`src/rtl/bb_pkg.sv`:
```
package bb_pkg;
  localparam int BYTE_W = 8;
  localparam int NREG   = 2;

  typedef enum logic {
    DIR_IN  = 1'b0,
    DIR_OUT = 1'b1
  } dir_e;
endpackage

```
`src/rtl/bb_req_ctl.sv`:
```
module bb_req_ctl (
  input  logic clk,
  input  logic rst,
  input  logic need,
  input  logic need_sec,
  input  logic grant,
  output logic req_pri,
  output logic req_sec,
  output logic xchg
);
  assign xchg = grant && (req_pri || req_sec);

  always_ff @(posedge clk) begin
    if (rst) begin
      req_pri <= 1'b0;
      req_sec <= 1'b0;
    end else if (xchg) begin
      req_pri <= 1'b0;
      req_sec <= 1'b0;
    end else if (need && !req_pri && !req_sec) begin
      req_pri <= !need_sec;
      req_sec <= need_sec;
    end
  end


  pri_hold_chk: assert property (@(posedge clk) disable iff (rst)
    (req_pri && !grant) |=> req_pri);

  sec_hold_chk: assert property (@(posedge clk) disable iff (rst)
    (req_sec && !grant) |=> req_sec);

  req_drop_chk: assert property (@(posedge clk) disable iff (rst)
    xchg |=> !(req_pri || req_sec));

  req_class_chk: assert property (@(posedge clk) disable iff (rst)
    !(req_pri && req_sec));
endmodule

```
`src/rtl/bb_byte_ctr.sv`:
```
module bb_byte_ctr #(
  parameter int LEN_W  = 16,
  parameter int LANE_W = 3
) (
  input  logic              clk,
  input  logic              rst,
  input  logic              load,
  input  logic [LEN_W-1:0]  len,
  input  logic              step,
  output logic [LEN_W-1:0]  left,
  output logic [LANE_W-1:0] lane,
  output logic              last,
  output logic              lane_end
);
  always_ff @(posedge clk) begin
    if (rst) begin
      left <= '0;
      lane <= '0;
    end else if (load) begin
      left <= len;
      lane <= '0;
    end else if (step) begin
      left <= left - 1'b1;
      lane <= lane + 1'b1;
    end
  end

  assign last     = (left == LEN_W'(1));
  assign lane_end = &lane;


  step_in_range_chk: assert property (@(posedge clk) disable iff (rst)
    step |-> (left != '0));
endmodule

```
`src/rtl/bb_dw_bank.sv`:
```
module bb_dw_bank
  import bb_pkg::*;
#(
  parameter int DW_BYTES = 8,
  localparam int DW_W    = DW_BYTES * BYTE_W,
  localparam int LANE_W  = $clog2(DW_BYTES),
  localparam int SEL_W   = $clog2(NREG)
) (
  input  logic              clk,
  input  logic              rst,
  input  logic              wr_en,
  input  logic [SEL_W-1:0]  wr_sel,
  input  logic [LANE_W-1:0] wr_lane,
  input  logic [BYTE_W-1:0] wr_byte,
  input  logic              ld_en,
  input  logic [SEL_W-1:0]  ld_sel,
  input  logic [DW_W-1:0]   ld_data,
  input  logic              seal_en,
  input  logic [SEL_W-1:0]  seal_sel,
  input  logic              clr_en,
  input  logic [SEL_W-1:0]  clr_sel,
  output logic [DW_W-1:0]   data [NREG],
  output logic [DW_BYTES-1:0] mask [NREG],
  output logic [NREG-1:0]   full
);
  for (genvar g = 0; g < NREG; g++) begin : g_reg
    always_ff @(posedge clk) begin
      if (ld_en && ld_sel == SEL_W'(g)) begin
        data[g] <= ld_data;
      end else if (wr_en && wr_sel == SEL_W'(g)) begin
        data[g][DW_W-1-BYTE_W*wr_lane -: BYTE_W] <= wr_byte;
      end
    end

    always_ff @(posedge clk) begin
      if (rst) begin
        full[g] <= 1'b0;
        mask[g] <= '0;
      end else if (clr_en && clr_sel == SEL_W'(g)) begin
        full[g] <= 1'b0;
        mask[g] <= '0;
      end else if (ld_en && ld_sel == SEL_W'(g)) begin
        full[g] <= 1'b1;
        mask[g] <= '1;
      end else begin
        if (wr_en && wr_sel == SEL_W'(g)) mask[g][wr_lane] <= 1'b1;
        if (seal_en && seal_sel == SEL_W'(g)) full[g] <= 1'b1;
      end
    end
  end


  no_overwrite_ld_chk: assert property (@(posedge clk) disable iff (rst)
    ld_en |-> !full[ld_sel]);

  no_overwrite_wr_chk: assert property (@(posedge clk) disable iff (rst)
    wr_en |-> !full[wr_sel]);
endmodule

```
`src/rtl/burst_dw_buffer.sv`:
```
module burst_dw_buffer
  import bb_pkg::*;
#(
  parameter int LEN_W       = 16,
  parameter int DW_BYTES    = 8,
  parameter int PREFETCH_DW = 2,
  localparam int DW_W       = DW_BYTES * BYTE_W,
  localparam int LANE_W     = $clog2(DW_BYTES),
  localparam int SEL_W      = $clog2(NREG),
  localparam int PF_W       = $clog2(PREFETCH_DW + 1)
) (
  input  logic              clk,
  input  logic              rst,
  input  logic              start,
  input  logic              dir_out,
  input  logic [LEN_W-1:0]  xfer_len,
  output logic              busy,
  output logic              done,
  input  logic [7:0]        in_byte,
  input  logic              in_vld,
  output logic              in_rdy,
  output logic [7:0]        out_byte,
  output logic              out_vld,
  input  logic              out_rdy,
  output logic              req_pri,
  output logic              req_sec,
  input  logic              grant,
  output logic [DW_W-1:0]   ctl_wdata,
  output logic [DW_BYTES-1:0] ctl_wmask,
  input  logic [DW_W-1:0]   ctl_rdata
);
  dir_e             dir_q;
  logic             busy_q, done_q;
  logic [SEL_W-1:0] port_sel, ctl_sel;
  logic [LEN_W-1:0] fetch_left;
  logic [PF_W-1:0]  fetched;
  logic [LEN_W:0]   dw_total;

  logic [DW_W-1:0]     data [NREG];
  logic [DW_BYTES-1:0] mask [NREG];
  logic [NREG-1:0]     full;

  logic [LEN_W-1:0]  left;
  logic [LANE_W-1:0] lane;
  logic last, lane_end;
  logic need, need_sec, xchg;
  logic take_start, dev_ok, acc_in, acc_out, step, lane_done, finish;

  assign take_start = start && !busy_q;
  assign dw_total   = ({1'b0, xfer_len} + (LEN_W+1)'(DW_BYTES - 1)) >> LANE_W;

  assign dev_ok  = busy_q && (left != '0) &&
                   ((dir_q == DIR_OUT) ? full[port_sel] : !full[port_sel]);
  assign in_rdy  = dev_ok && (dir_q == DIR_IN);
  assign out_vld = dev_ok && (dir_q == DIR_OUT);
  assign acc_in  = in_rdy && in_vld;
  assign acc_out = out_vld && out_rdy;
  assign step    = acc_in || acc_out;
  assign lane_done = step && (lane_end || last);

  assign need = busy_q && ((dir_q == DIR_OUT) ?
                           ((fetch_left != '0) && !full[ctl_sel]) :
                           full[ctl_sel]);
  assign need_sec = (dir_q == DIR_OUT) && (fetched < PF_W'(PREFETCH_DW));

  assign finish = busy_q && (left == '0) &&
                  ((dir_q == DIR_OUT) || (full == '0));

  bb_byte_ctr #(.LEN_W(LEN_W), .LANE_W(LANE_W)) u_ctr (
    .clk(clk), .rst(rst), .load(take_start), .len(xfer_len), .step(step),
    .left(left), .lane(lane), .last(last), .lane_end(lane_end)
  );

  bb_req_ctl u_req (
    .clk(clk), .rst(rst), .need(need), .need_sec(need_sec), .grant(grant),
    .req_pri(req_pri), .req_sec(req_sec), .xchg(xchg)
  );

  bb_dw_bank #(.DW_BYTES(DW_BYTES)) u_bank (
    .clk(clk), .rst(rst),
    .wr_en(acc_in), .wr_sel(port_sel), .wr_lane(lane), .wr_byte(in_byte),
    .ld_en(xchg && dir_q == DIR_OUT), .ld_sel(ctl_sel), .ld_data(ctl_rdata),
    .seal_en(lane_done && dir_q == DIR_IN), .seal_sel(port_sel),
    .clr_en((xchg && dir_q == DIR_IN) || (lane_done && dir_q == DIR_OUT)),
    .clr_sel((dir_q == DIR_OUT) ? port_sel : ctl_sel),
    .data(data), .mask(mask), .full(full)
  );

  always_ff @(posedge clk) begin
    if (rst) begin
      busy_q     <= 1'b0;
      done_q     <= 1'b0;
      dir_q      <= DIR_IN;
      port_sel   <= '0;
      ctl_sel    <= '0;
      fetch_left <= '0;
      fetched    <= '0;
    end else begin
      done_q <= 1'b0;
      if (take_start) begin
        busy_q     <= 1'b1;
        dir_q      <= dir_out ? DIR_OUT : DIR_IN;
        port_sel   <= '0;
        ctl_sel    <= '0;
        fetch_left <= dw_total[LEN_W-1:0];
        fetched    <= '0;
      end else if (finish) begin
        busy_q <= 1'b0;
        done_q <= 1'b1;
      end else begin
        if (lane_done) port_sel <= port_sel + 1'b1;
        if (xchg) begin
          ctl_sel <= ctl_sel + 1'b1;
          if (dir_q == DIR_OUT) begin
            fetch_left <= fetch_left - 1'b1;
            if (fetched < PF_W'(PREFETCH_DW)) fetched <= fetched + 1'b1;
          end
        end
      end
    end
  end

  assign busy      = busy_q;
  assign done      = done_q;
  assign out_byte  = data[port_sel][DW_W-1-BYTE_W*lane -: BYTE_W];
  assign ctl_wdata = data[ctl_sel];
  assign ctl_wmask = mask[ctl_sel];


  done_idle_chk: assert property (@(posedge clk) disable iff (rst)
    done |-> !busy);

  done_pulse_chk: assert property (@(posedge clk) disable iff (rst)
    done |=> !done);

  in_flush_pri_chk: assert property (@(posedge clk) disable iff (rst)
    (busy && dir_q == DIR_IN) |-> !req_sec);
endmodule

```
`config.mk`:
```
export PLATFORM = sky130hd
export DESIGN_NAME = burst_dw_buffer
export DESIGN_NICKNAME = d
export VERILOG_FILES = /design/src/rtl/bb_pkg.sv /design/src/rtl/bb_req_ctl.sv /design/src/rtl/bb_byte_ctr.sv /design/src/rtl/bb_dw_bank.sv /design/src/rtl/burst_dw_buffer.sv
export SDC_FILE = /design/constraint.sdc
export NUM_CORES = 1
export LEC_CHECK = 0
export CAP_MARGIN = 25
export CORE_MARGIN = 2
export CORE_UTILIZATION = 30
export CTS_CLUSTER_SIZE = 28
export DETAILED_ROUTE_END_ITERATION = 10
export PLACE_DENSITY = 0.64
export SKIP_CTS_REPAIR_TIMING = 1
export SLEW_MARGIN = 30
export SYNTH_ARGS = -nofsm -noshare
export SYNTH_HDL_FRONTEND = slang
export SYNTH_SLANG_ARGS = --single-unit
```
`constraint.sdc`:
```
create_clock -name clk -period 2.7 [get_ports clk]
set_input_delay 0.405 -clock clk [delete_from_list [all_inputs] [get_ports clk]]
set_output_delay 0.405 -clock clk [all_outputs]
set_load 0.02 [all_outputs]
```
==> results.md <==
* Cell area after synthesis at 0.0110 sq mm
* RePlAce Congestion at 0.948
* DP HPWL at 28800 microns
* Max-slew violations at 0
* Max VDD drop at roughly 0.44 mV
* Initial antenna violation count at 0
* Die width at 196 microns
* Skew-Pair Late Insertion Delay at 0.45 ns
* Row count at 70
* Status: finished clean
* Largest net degree at the start of global routing at 72
* Hold Path Class: register to register
* Crit Path Max Fanout at 6
* Leakage power at approximately 0.0048 uW
* Buffers on Ports at 180
* Routed WL at 39100 microns
* Post-synthesis to final-layout area growth at 31.9%
* CP peak stage delay at 0.48 ns
* Skew final at 0.0234 ns
* Relative slew slack at 0.503
* Worst path bufs/invs at 3
* CTS tree: done
* Ys Warns at 0
* Drt pass-1 iters at 5
* Initial Utilization at 0.303
* Seq/Total Area, Yosys at 0.461
* Yosys top cell area share at 0.348
* Fraction of layout cells with a size suffix above 1 at 0.184
* Die ar. at 0.0383 sq mm
* Crit path max-delay family: multiplexers
* Post-synth EDFFs at ~130
* Nets at 1476
* IO Pins at roughly 180
* Worst Reg-to-Reg Cells at 8
* First-pass GRT wire length at 58100 microns
* Crit path capture type: primary output
* Deepest clock path buffer count at 2
* Root buffer cell: clkbuf_16
* Tmin final at 2.66 ns
* Fill count at around 3500
* Grt ovf at 0
* Syn avg cell area at 9.44 sq um
* PwrDens at 478 mW/mm^2
* Flops & latches, synth at 190
* H-tree levels at 4
* Crit. Startpoint: port_sel
* Top_reg_cell synth: edfxtp_1
* Hold depth at 2
* Post-synth ARST share at 0
* Fin crit share at 0.987
* Startpoint types: register
* # DRC at 0
* RR Endpoint: u_bank.data[10]
* Final instance area at 0.0146 sq mm
* Crit path cell chain: buf_6 > buf_4 > mux4_2 > nand2_1 > a21oi_1 > or3_4 > buf_6
* Cells after Synth at 1169
* Critical Path RT at 2.30 ns
* Area contributors post-synth: edfxtp_1 (35%), dfxtp_1 (11%), nand2_1 (8.6%)
* Die Span Y at 196 microns
* Critical path type: register to primary output
* Routed via count at between 10000 and 15000
* Core Util, Final at 0.400
* Initial DRC Count at 1134
* Max Freq at 375 MHz
* Min-delay src: fetch_left[15]
* Clock Sinks at 190
* Slowest stage cell, crit path: mux4_2
* ANT nets after route at 0
* Clk slew on worst S/H paths at ~0.08 ns
* Synth Net Count at approximately 1300
* Core Box Area at between 0.03 and 0.04 sq mm
* CTS Buf Count at 17
* Arr. time, crit path at 2.26 ns
* Vias per cell at 5.53
* CP most frequent cell: buf_6
* Max_cap viols at 0
* Placed standard-cell area at 0.0138 sq mm
* Pin slew with the least headroom to its limit at 0.743 ns
* Final Setup Violations at 0
* DR WL/cell at ~21 microns
* Hold EP: fetch_left[15]
* Antenna Cells at 0
* Synth unique cells at 66
* Reg-to-Reg Start: u_ctr.left[0]
* Vias in the first global route at 9738
* Flop2flop setup slack at roughly 0.21 ns
* Final Hold Vio Count at 0
* Synth area leader: edfxtp_1
* Setup_tns at 0 ns
* GRT Resource Usage Total at 0.200
[registers in the layout, indices dropped and copies added, names as in the netlist, 2 cells and up]
register / flops
u_bank.full: 2
fetched: 2
u_ctr.lane: 3
u_bank.mask: 16
fetch_left: 16
u_ctr.left: 16
u_bank.data: 128
[metal layers]
layer | vias to the layer above | GRT usage | wire length [microns]
li1 | 4719 | - | -
met1 | 4919 | 0.274 | 16400
met2 | 546 | 0.323 | 18200
met3 | 59 | 0.0339 | 3470
met4 | 0 | 0.0631 | 1040
met5 | - | 0 | 0
[worst max-delay path by stage]
stage | slack [ns] | endpoint | depth (start not counted)
finish | 0.04 | out_byte[6] | 7
global route | -0.005 | out_byte[6] | 7
CTS | -0.60 | out_byte[0] | 6
detailed placement | -0.09 | out_byte[0] | 6
global placement | -0.09 | out_byte[0] | 6
floorplan | 0.02 | u_bank.data[10] | 6
[layout make-up]
type,count,area (sq um),area share
repair buffers,269,2580,0.177
multi-input cells,882,5640,0.387
clock inverters,14,194,0.0133
clock buffers,18,429,0.0295
inverters,10,37.5,0.00258
well taps,468,586,0.0402
flip-flops and latches,190,5090,0.350
[per-stage QoR]
stage                     worst slack [ns]  cells  total power (uW)  hold WS (ns)
final                               0.0353   1851              6960         0.476
after global routing              -0.00460   1851              7180         0.504
after CTS                           -0.597   1844              6960         0.482
after detailed placement           -0.0913   1812              4320         0.465
after global placement             -0.0863   1812              4320         0.447
after floorplan                     0.0176   1169              3810         0.436
[cells by family (layout without fill, tap and decap cells)]
family | after synthesis | after routing | share of synthesized area
simple gates | 437 | 437 | 0.177
compound gates | 289 | 289 | 0.157
flops | 190 | 190 | 0.461
mux | 128 | 128 | 0.144
buf+inv | 97 | 311 | 0.0355
xor+xnor | 17 | 17 | 0.0135
fa+ha+maj | 11 | 11 | 0.0125
[worst min-delay path, stage by stage, from the launching register on]
cell and delay (ns):
dfxtp_1 0.32, nand2_1 0.05, mux2i_1 0.05
[cells in the mapped netlist, drive strengths merged (4+ instances only)]
master / n
mux2: 79
buf: 12
and3: 6
mux2i: 32
o22ai: 12
o211ai: 6
ha: 11
o21ai: 166
clkbuf: 75
a31oi: 7
nand4: 10
nand2b: 6
xnor2: 10
nor4: 15
a41oi: 5
nor4b: 4
or3: 13
xor2: 7
nand3: 20
or4: 4
a311oi: 9
edfxtp: 128
nor2: 61
dfxtp: 62
nor3: 27
nand2: 252
a211oi: 19
inv: 9
nor2b: 7
a21oi: 34
mux4: 17
a211o: 4
[power by group]
part	leakage [uW]	switching [uW]	internal, uW
registers	0.00163	58.8	3140
logic	0.00287	610	481
clock network	0.000300	1330	1340
total	0.00479	2000	4960
[placed cells by master (no fill, tap or decap), drive strengths merged, types with 17 or more instances in the layout]
cell           Yosys  final
mux2              79     79
dfxtp             62     62
mux2i             32     32
nand3             20     20
edfxtp           128    128
nand2            252    252
a21oi             34     34
a211oi            19     19
buf               12     93
nor3              27     27
mux4              17     17
o21ai            166    166
nor2              61     61
clkdlybuf4s50      0    170
clkbuf            75     21
(Power assumes the default switching activity.)
